===== src/rtl/xcp_pkg.sv =====
package xcp_pkg;

    localparam int WORD_W   = 16;
    localparam int NREG     = 15;
    localparam int FLAG_N   = 5;
    localparam int AUX_W    = WORD_W - FLAG_N;
    localparam int CNT_W    = $clog2(WORD_W + 2);
    localparam int POP_LEN  = 8;
    localparam logic [POP_LEN-1:0] POP_CODE = 8'hB0;

    localparam int CFG_SLOT       = 0;
    localparam int CFG_TXEN_BIT   = 7;
    localparam int CFG_FIFOEN_BIT = 6;

    // one command slot: code pattern (left aligned), code length, reset word
    typedef struct packed {
        logic [WORD_W-1:0] code;
        logic [3:0]        len;
        logic [WORD_W-1:0] dflt;
    } cmd_desc_t;

    // pending interrupt flags, MSB first as they appear in the status word
    typedef struct packed {
        logic flvl;
        logic fovf;
        logic txrdy;
        logic ext;
        logic lowbat;
    } irq_flags_t;

    // flags that may pull the interrupt line (overflow is report-only)
    localparam irq_flags_t IRQ_MASK = '{flvl: 1'b1, fovf: 1'b0, txrdy: 1'b1,
                                        ext: 1'b1, lowbat: 1'b1};

    typedef struct packed {
        logic              valid;
        logic [WORD_W-1:0] word;
        logic [CNT_W-1:0]  len;
    } frame_t;

    function automatic cmd_desc_t cmd_desc(input int slot);
        cmd_desc_t d;
        d.len = 4'd8;
        case (slot)
            0:  d.dflt = 16'h8008;
            1:  d.dflt = 16'h8208;
            2:  d.dflt = 16'h9080;
            3:  d.dflt = 16'h9800;
            4:  d.dflt = 16'hA680;
            5:  d.dflt = 16'hB8AA;
            6:  d.dflt = 16'hC000;
            7:  d.dflt = 16'hC22C;
            8:  d.dflt = 16'hC4F7;
            9:  d.dflt = 16'hC623;
            10: d.dflt = 16'hC80E;
            11: d.dflt = 16'hCA80;
            12: d.dflt = 16'hCC77;
            13: d.dflt = 16'hCED4;
            default: d.dflt = 16'hE196;
        endcase
        if (slot == 4)  d.len = 4'd4;
        if (slot >= 14) d.len = 4'd3;
        d.code = d.dflt & code_mask(d.len);
        return d;
    endfunction

    function automatic logic [WORD_W-1:0] code_mask(input logic [3:0] len);
        return ~({WORD_W{1'b1}} >> len);
    endfunction

    function automatic logic code_hit(input logic [WORD_W-1:0] word,
                                      input cmd_desc_t d);
        return ((word ^ d.code) & code_mask(d.len)) == '0;
    endfunction

endpackage


===== src/rtl/xcp_bit_sync.sv =====
module xcp_bit_sync #(
    parameter int   STAGES  = 2,
    parameter logic RST_VAL = 1'b0
) (
    input  logic clk,
    input  logic rst,
    input  logic d_i,
    output logic q_o
);
    logic [STAGES-1:0] chain_q;

    always_ff @(posedge clk) begin
        if (rst) chain_q <= {STAGES{RST_VAL}};
        else     chain_q <= {chain_q[STAGES-2:0], d_i};
    end

    assign q_o = chain_q[STAGES-1];
endmodule


===== src/rtl/xcp_spi_front.sv =====
module xcp_spi_front
    import xcp_pkg::*;
#(
    parameter int SYNC_STAGES = 2
) (
    input  logic              clk,
    input  logic              rst,
    input  logic              csn_i,
    input  logic              sck_i,
    input  logic              sdi_i,
    input  logic [WORD_W-1:0] stat_word_i,
    output logic              sel_start_o,
    output frame_t            frame_o,
    output logic              pop_o,
    output logic              sdo_o
);
    localparam logic [CNT_W-1:0] CNT_MAX  = CNT_W'(WORD_W + 1);
    localparam logic [CNT_W-1:0] CNT_FULL = CNT_W'(WORD_W);
    localparam logic [CNT_W-1:0] CNT_POP  = CNT_W'(POP_LEN - 1);

    logic csn_s, sck_s, sdi_s;
    logic csn_d, sck_d;

    xcp_bit_sync #(.STAGES(SYNC_STAGES), .RST_VAL(1'b1)) u_sync_csn
        (.clk(clk), .rst(rst), .d_i(csn_i), .q_o(csn_s));
    xcp_bit_sync #(.STAGES(SYNC_STAGES), .RST_VAL(1'b0)) u_sync_sck
        (.clk(clk), .rst(rst), .d_i(sck_i), .q_o(sck_s));
    xcp_bit_sync #(.STAGES(SYNC_STAGES), .RST_VAL(1'b0)) u_sync_sdi
        (.clk(clk), .rst(rst), .d_i(sdi_i), .q_o(sdi_s));

    always_ff @(posedge clk) begin
        if (rst) begin
            csn_d <= 1'b1;
            sck_d <= 1'b0;
        end else begin
            csn_d <= csn_s;
            sck_d <= sck_s;
        end
    end

    logic sel_start, sel_end, sck_rise, sck_fall;
    assign sel_start = csn_d & ~csn_s;
    assign sel_end   = ~csn_d & csn_s;
    assign sck_rise  = ~csn_s & sck_s & ~sck_d;
    assign sck_fall  = ~csn_s & ~sck_s & sck_d;

    logic [WORD_W-1:0] shift_q, out_q, shift_nxt;
    logic [CNT_W-1:0]  cnt_q;
    logic              stat_q, sdo_q, pop_q;

    assign shift_nxt = {shift_q[WORD_W-2:0], sdi_s};

    always_ff @(posedge clk) begin
        if (rst) begin
            shift_q <= '0;
            out_q   <= '0;
            cnt_q   <= '0;
            stat_q  <= 1'b0;
            sdo_q   <= 1'b0;
            pop_q   <= 1'b0;
        end else begin
            pop_q <= 1'b0;
            if (sel_start) begin
                shift_q <= '0;
                cnt_q   <= '0;
                stat_q  <= 1'b0;
                out_q   <= stat_word_i;
                sdo_q   <= stat_word_i[WORD_W-1];
            end else begin
                if (sck_rise) begin
                    shift_q <= shift_nxt;
                    if (cnt_q != CNT_MAX) cnt_q <= cnt_q + 1'b1;
                    if (cnt_q == '0) stat_q <= ~sdi_s;
                    if (cnt_q == CNT_POP && shift_nxt[POP_LEN-1:0] == POP_CODE)
                        pop_q <= 1'b1;
                end
                if (sck_fall && stat_q && cnt_q < CNT_FULL) begin
                    out_q <= out_q << 1;
                    sdo_q <= out_q[WORD_W-2];
                end
            end
        end
    end

    assign sel_start_o   = sel_start;
    assign frame_o.valid = sel_end;
    assign frame_o.word  = shift_q;
    assign frame_o.len   = cnt_q;
    assign pop_o         = pop_q;
    assign sdo_o         = sdo_q;
endmodule


===== src/rtl/xcp_regfile.sv =====
module xcp_regfile
    import xcp_pkg::*;
(
    input  logic                     clk,
    input  logic                     rst,
    input  frame_t                   frame_i,
    output logic [NREG*WORD_W-1:0]   regs_o
);
    logic full_frame;
    assign full_frame = frame_i.valid && (frame_i.len == CNT_W'(WORD_W));

    for (genvar g = 0; g < NREG; g++) begin : g_slot
        localparam cmd_desc_t DESC = cmd_desc(g);
        logic [WORD_W-1:0] r_q;

        always_ff @(posedge clk) begin
            if (rst)
                r_q <= DESC.dflt;
            else if (full_frame && code_hit(frame_i.word, DESC))
                r_q <= frame_i.word;
        end

        assign regs_o[g*WORD_W +: WORD_W] = r_q;
    end
endmodule


===== src/rtl/xcp_irq.sv =====
module xcp_irq
    import xcp_pkg::*;
#(
    parameter int SYNC_STAGES = 2
) (
    input  logic              clk,
    input  logic              rst,
    input  logic              tx_en_i,
    input  logic              fifo_en_i,
    input  logic              ev_txrdy_i,
    input  logic              ev_flvl_i,
    input  logic              ev_fovf_i,
    input  logic              ev_lowbat_i,
    input  logic              ext_n_i,
    input  logic [AUX_W-1:0]  aux_i,
    input  logic              snap_i,
    input  logic              clear_i,
    output logic [WORD_W-1:0] stat_word_o,
    output logic              irq_n_o
);
    logic ext_s, ext_d;

    xcp_bit_sync #(.STAGES(SYNC_STAGES), .RST_VAL(1'b1)) u_sync_ext
        (.clk(clk), .rst(rst), .d_i(ext_n_i), .q_o(ext_s));

    irq_flags_t raw, pend_q, snap_q, kept, pend_nxt;

    always_comb begin
        raw.flvl   = ev_flvl_i & fifo_en_i;
        raw.fovf   = ev_fovf_i & fifo_en_i;
        raw.txrdy  = ev_txrdy_i & tx_en_i;
        raw.ext    = ext_d & ~ext_s;
        raw.lowbat = ev_lowbat_i;
        kept       = clear_i ? irq_flags_t'(pend_q & ~snap_q) : pend_q;
        pend_nxt   = irq_flags_t'(kept | raw);
    end

    always_ff @(posedge clk) begin
        if (rst) begin
            ext_d  <= 1'b1;
            pend_q <= '0;
            snap_q <= '0;
        end else begin
            ext_d  <= ext_s;
            pend_q <= pend_nxt;
            if (snap_i) snap_q <= pend_q;
        end
    end

    assign stat_word_o = {pend_q, aux_i};
    assign irq_n_o     = ~|(pend_q & IRQ_MASK);
endmodule


===== src/rtl/xcvr_cmd_port.sv =====
module xcvr_cmd_port
    import xcp_pkg::*;
#(
    parameter int SYNC_STAGES = 2
) (
    input  logic                   clk,
    input  logic                   rst,
    input  logic                   spi_csn_i,
    input  logic                   spi_sck_i,
    input  logic                   spi_sdi_i,
    output logic                   spi_sdo_o,
    output logic                   irq_n_o,
    input  logic                   ext_int_n_i,
    input  logic                   ev_tx_ready_i,
    input  logic                   ev_fifo_level_i,
    input  logic                   ev_fifo_ovf_i,
    input  logic                   ev_low_batt_i,
    input  logic [AUX_W-1:0]       aux_status_i,
    output logic                   fifo_pop_o,
    output logic [NREG*WORD_W-1:0] cfg_words_o
);
    frame_t            frame;
    logic              sel_start;
    logic              stat_done;
    logic [WORD_W-1:0] stat_word;
    logic [WORD_W-1:0] cfg_slot;

    xcp_spi_front #(.SYNC_STAGES(SYNC_STAGES)) u_front (
        .clk         (clk),
        .rst         (rst),
        .csn_i       (spi_csn_i),
        .sck_i       (spi_sck_i),
        .sdi_i       (spi_sdi_i),
        .stat_word_i (stat_word),
        .sel_start_o (sel_start),
        .frame_o     (frame),
        .pop_o       (fifo_pop_o),
        .sdo_o       (spi_sdo_o)
    );

    xcp_regfile u_regs (
        .clk     (clk),
        .rst     (rst),
        .frame_i (frame),
        .regs_o  (cfg_words_o)
    );

    assign cfg_slot  = cfg_words_o[CFG_SLOT*WORD_W +: WORD_W];
    assign stat_done = frame.valid && (frame.len == CNT_W'(WORD_W))
                       && !frame.word[WORD_W-1];

    xcp_irq #(.SYNC_STAGES(SYNC_STAGES)) u_irq (
        .clk         (clk),
        .rst         (rst),
        .tx_en_i     (cfg_slot[CFG_TXEN_BIT]),
        .fifo_en_i   (cfg_slot[CFG_FIFOEN_BIT]),
        .ev_txrdy_i  (ev_tx_ready_i),
        .ev_flvl_i   (ev_fifo_level_i),
        .ev_fovf_i   (ev_fifo_ovf_i),
        .ev_lowbat_i (ev_low_batt_i),
        .ext_n_i     (ext_int_n_i),
        .aux_i       (aux_status_i),
        .snap_i      (sel_start),
        .clear_i     (stat_done),
        .stat_word_o (stat_word),
        .irq_n_o     (irq_n_o)
    );
endmodule


===== config.mk =====
export PLATFORM = sky130hd
export DESIGN_NAME = xcvr_cmd_port
export DESIGN_NICKNAME = d
export VERILOG_FILES = /design/src/rtl/xcp_pkg.sv /design/src/rtl/xcp_bit_sync.sv /design/src/rtl/xcp_spi_front.sv /design/src/rtl/xcp_regfile.sv /design/src/rtl/xcp_irq.sv /design/src/rtl/xcvr_cmd_port.sv
export SDC_FILE = /design/constraint.sdc
export NUM_CORES = 1
export LEC_CHECK = 0
export BUFFER_PORTS_ARGS = -buffer_cell sky130_fd_sc_hd__clkbuf_2
export CAP_MARGIN = 0
export CORE_UTILIZATION = 52
export CTS_CLUSTER_DIAMETER = 200
export DETAILED_ROUTE_END_ITERATION = 6
export PLACE_DENSITY = 0.79
export SLEW_MARGIN = 20
export SYNTH_ARGS = -nofsm -noshare
export SYNTH_HDL_FRONTEND = slang
export SYNTH_SLANG_ARGS = --single-unit

===== constraint.sdc =====
create_clock -name clk -period 2.39 [get_ports clk]
set_input_delay 0 -clock clk [delete_from_list [all_inputs] [get_ports clk]]
set_output_delay 0 -clock clk [all_outputs]
set_load 0.01 [all_outputs]

After elaboration in Yosys (flattened, before gate mapping)
Index checks and enable logic that the tools add are counted.

Bits in registers: 300. Output and inout port bits: 243. Word-level logic and storage cells: 129.

Add/subtract/negate cells: 1. Magnitude comparators: 1. Eq/ne operators: 4. Mux-type cells: 6. Bitwise gates (word level): 35. Reduce and logical (&&, ||, !) cells: 44.

Operators by type and width (count): logical NOT 16 bit (15); 2-to-1 mux 15 bit (2); logical AND 1 bit (20); NOT 4 bit (4); NOT 3 bit (5); AND 1 bit (10); NOT 5 bit (2); == test 8 bit, second input constant (1); NOT 1 bit (8); NOT 2 bit (4); adder 5 x 1 -> 5 bit, second input constant (1); AND 5 bit (1); == test 5 x 3 -> 1 bit, second input constant (1); == test 5 bit, second input constant (1); logical NOT 5 bit (1); less-than comparator 5 bit, second input constant (1); 2-to-1 mux 5 bit (1); inequality test 5 bit, second input constant (1); OR 5 bit (1); AND reduction 2 bit (2); OR reduction 4 bit (1); 2-to-1 mux 1 bit (3); OR reduction 3 bit (1); logical NOT 1 bit (2); other kinds (2) (2).

Logic depth before layout (Yosys ltp)
Depth in word-level cells: 7. Mapped depth: 8.

By module
From an unflattened synthesis, not the netlist that was laid out.

Cells, all modules: 1026. Area, all modules: 11093.1 µm².

Modules (own cells, without submodules): xcp_regfile (times used 1, cells each 741, area each 8456.9 µm², seq. area each 4804.6 µm²); xcp_spi_front (times used 1, cells each 215, area each 1889.3 µm², seq. area each 820.8 µm²); xcp_irq (times used 1, cells each 51, area each 518.0 µm², seq. area each 220.2 µm²); xcp_bit_sync (times used 4, cells each 4, area each 52.6 µm², seq. area each 40.0 µm²); xcvr_cmd_port (times used 1, cells each 3, area each 18.8 µm², seq. area each 0.0 µm²).

Least setup slack after synthesis
OpenSTA, ideal clock, no wires.

Path type: reg2reg. From: register u_front.cnt_q[2]. To: register u_regs.g_slot[13].r_q[0]. Setup time: 0.122 ns. Data arrival time: 1.691 ns. Setup slack: 0.577 ns. Cell stages (with the launch flop): 7. Path buffers: 2. Cells stage by stage: dfxtp_1 clkbuf_1 or4b_4 or4_1 buf_2 nand3b_1 o21ai_1.

Cells in the longest elaborated chain, start to end: 3.

RTL lines: start, declared (line xcp_spi_front.sv:48) `logic [CNT_W-1:0] cnt_q;`; start signal, assigned (line xcp_spi_front.sv:72) `if (cnt_q != CNT_MAX) cnt_q <= cnt_q + 1'b1;`; == test 5 bit (line xcp_regfile.sv:10) `assign full_frame = frame_i.valid && (frame_i.len == CNT_W'(WORD_W));`; logical AND 1 bit (line xcp_regfile.sv:10); logical AND 1 bit (line xcp_regfile.sv:19) `else if (full_frame && code_hit(frame_i.word, DESC))`; end signal, assigned (line xcp_regfile.sv:18) `r_q <= DESC.dflt;`; end signal, assigned (line xcp_regfile.sv:20) `r_q <= frame_i.word;`; end, declared (line xcp_regfile.sv:14) `logic [WORD_W-1:0] r_q;`.

Every way passes these cells. A chain may end at the register's enable or synchronous reset.

Worst setup path after layout
From: register u_front.cnt_q[2]. To: register u_regs.g_slot[4].r_q[12].

Cells in the longest elaborated chain, start to end: 3.

RTL lines (line): == test 5 bit (xcp_regfile.sv:10); logical AND 1 bit (xcp_regfile.sv:10); logical AND 1 bit (xcp_regfile.sv:19); end signal, assigned (xcp_regfile.sv:18); end signal, assigned (xcp_regfile.sv:20); end, declared (xcp_regfile.sv:14).

Every way passes these cells.

==> metrics.csv <==
metric,value,unit
die area,20140,sq um
Core Footprint,18960,sq um
Placement Setup Slack,0.2189,ns
period utilization,0.8687,
Worst EP arrival,2.50,ns
RSZ-0062 raised after global routing,no,
Synth Register Bits,300,
cell count after synthesis,1020,
Port Buffers,263,
Mean Syn Cell Area,9.978,sq um
Synth top cells by count,"dfxtp_1, nor2_1, nand2_1",
Detailed Route Iter0 Violations,543,
critical path required time,2.82,ns
worst hold slack,0.2104,ns
Yosys top cell by area,dfxtp_1,
H-tree levels,1,
Hold Path Class,in2reg,
Max VDD drop,0.5704,mV
fmax,0.4816,GHz
sequential fraction of the synthesis area,0.5901,
Post-route DRC,0,
maxcap violations,0,
total grt overflow,0,
most common cell in the netlist,dfxtp_1,
"EDFF count, synth",0,
relative slew slack,0.5589,
Netlist cell types,48,
Starting Density,0.5369,
Die Ht,141.9,um
TritonCTS clock tree,yes,
antenna cells,0,
Slew @ Worst Pin,0.6592,ns
fraction of registers with async set/reset,0,
drt pass-1 iters,5,
Clk pwr share,0.489,
fill count,1450,
routability cong.,0.8426,
leakage,5.258,nW
Worst setup EP type,flop,
first-pass GRT wire length,41.48,mm
Max clock buf depth,3,
switching part of the total,0.2011,
final worst slack,0.3138,ns
Placement Cell Area,11790,sq um
status,finished clean,
multi-input logic area,3865,sq um
crit-path max FO,16,
Int Power,0.008247,W
Die Wd,141.9,um
layout cells sized above 1,0.2769,
WL final,26.80,mm
"Design Area, Final",13080,sq um
pin count of the biggest net entering global routing,84,
Pwr Density,789.4,nW/um^2
cts bufs inserted,29,
Final Non-Filler Cells,1571,
initial antenna violation count,0,
antenna-violating nets left,0,
Synth top area share,0.5901,
setup_tns,0,ns
Sw Pwr,0.002076,W
Reg power frac,0.488,
Clock transition at path regs,0.06,ns
root buffer cell,clkbuf_16,
ys flop type,dfxtp_1,
Via density,5.285,
area growth from synthesis to layout,28.50,%
placed cell count,1497,
Setup Skew,0.01303,ns
Max Slew Vio Count,0,
vias in the first global route,7909,
"Cell Area, Synth",10180,sq um
CP Launch Type,flop,
via count,8303,
Final setup viols,0,
WL per Instance,17.06,um
Final Critical Period,2.076,ns
Total GRT Usage,0.2594,
CTS sink count,300,
FP Rows,50,
Comb pwr share,0.023,
DPL Wire Length,17.99,mm
Yosys warning total,0,
clk_lat worst skew,0.54,ns
final hold violations,0,
I/O Pins,264,
Reg area,6006,sq um
final net count,1312,
kind of critical path,reg2reg,
synth top area cells,"dfxtp_1, nand3b_1, mux2i_1",
net count after synthesis,1044,
through the flow:
step / power, W / util
2_1_floorplan: 0.005286 / -
3_3_place_gp: 0.005352 / 0.6220
3_5_place_dp: 0.005356 / 0.6220
4_1_cts: 0.01039 / 0.6898
5_1_grt: 0.01064 / 0.6899
6_report: 0.01032 / 0.6899
layer usage:
metal	wire [um]	part of all wire	track usage
met5	0	0	0
met4	892	0.033	0.09451
met2	12270	0.46	0.4255
met3	2327	0.087	0.08066
met1	11310	0.42	0.3207
logic make-up after synthesis:
kind of cell,share of synthesized area
simple gates,0.2538
xor+xnor,0.002582
compound gates,0.07672
fa+ha+maj,0.003689
buf+inv,0.03283
flops,0.5901
mux,0.04032
worst paths after layout:
| check | start | cells past startpoint | slack (ns) | to |
|---|---|---|---|---|
| min reg2reg | u_front.u_sync_csn.chain_q[0] | 1 | 0.42 | u_front.u_sync_csn.chain_q[1] |
| max reg2reg | u_front.cnt_q[2] | 4 | 0.31 | u_regs.g_slot[4].r_q[12] |
| max | u_front.cnt_q[2] | 4 | 0.31 | u_regs.g_slot[4].r_q[12] |
| min | ext_int_n_i | 3 | 0.21 | u_irq.u_sync_ext.chain_q[0] |
repair_timing:
action | 4_1_cts | 5_1_grt
endpoints found under the hold margin | 26 | 0
endpoints found under the setup margin | 0 | 1
resized for setup | 0 | 1
buffers inserted | 0 | 0
hold buffers | 20 | 0
cell type report:
class | instances | area share
inverters | 5 | 0.001435
well taps | 260 | 0.02488
clock inverters | 15 | 0.01847
clock buffers | 39 | 0.06449
multi-input cells | 640 | 0.2955
repair buffers | 312 | 0.1360
flip-flops and latches | 300 | 0.4592
state kept, by name (all words and copies together) (netlist names), 5 cells and up:
signal / count
u_irq.stat_word_o: 5
u_front.shift_q: 16
u_regs.g_slot.r_q: 240
u_front.out_q: 15
u_irq.snap_q: 5
u_front.cnt_q: 5
cell usage in the layout, fill, tap and decap left out, types with 3 or more instances in the layout:
master	instances
or2_2	7
mux2i_1	41
nand2_1	69
buf_4	26
or3_1	28
ha_1	3
nand3b_1	56
nor3_1	44
nor3b_1	10
dfxtp_1	300
o21ai_1	4
nor2b_1	13
a2111oi_0	14
dlygate4sd3_1	20
a21oi_1	58
bufinv_16	6
o21ai_0	53
and2_1	58
clkbuf_2	262
nor4_2	3
nand2b_1	44
a311oi_1	5
and4_1	3
clkinv_2	4
inv_1	5
clkbuf_16	29
nand4_1	11
buf_12	3
nor2_1	84
clkbuf_8	8
critical path, cell delays in order (launching register included):
cell     delay [ns]
dfxtp_1        0.41
nor2_1         0.54
and4_1         0.72
nor2_1         0.10
and2_1         0.18
power by group through the flow:
stage / clock network [W] / registers [W] / logic [W]
floorplan: 0 / 0.00515 / 0.000140
global placement: 0 / 0.00515 / 0.000204
detailed placement: 0 / 0.00515 / 0.000207
CTS: 0.00512 / 0.00504 / 0.000235
global route: 0.00535 / 0.00504 / 0.000259
finish: 0.00505 / 0.00504 / 0.000236
Note: power is estimated with default switching activity, not from simulation.
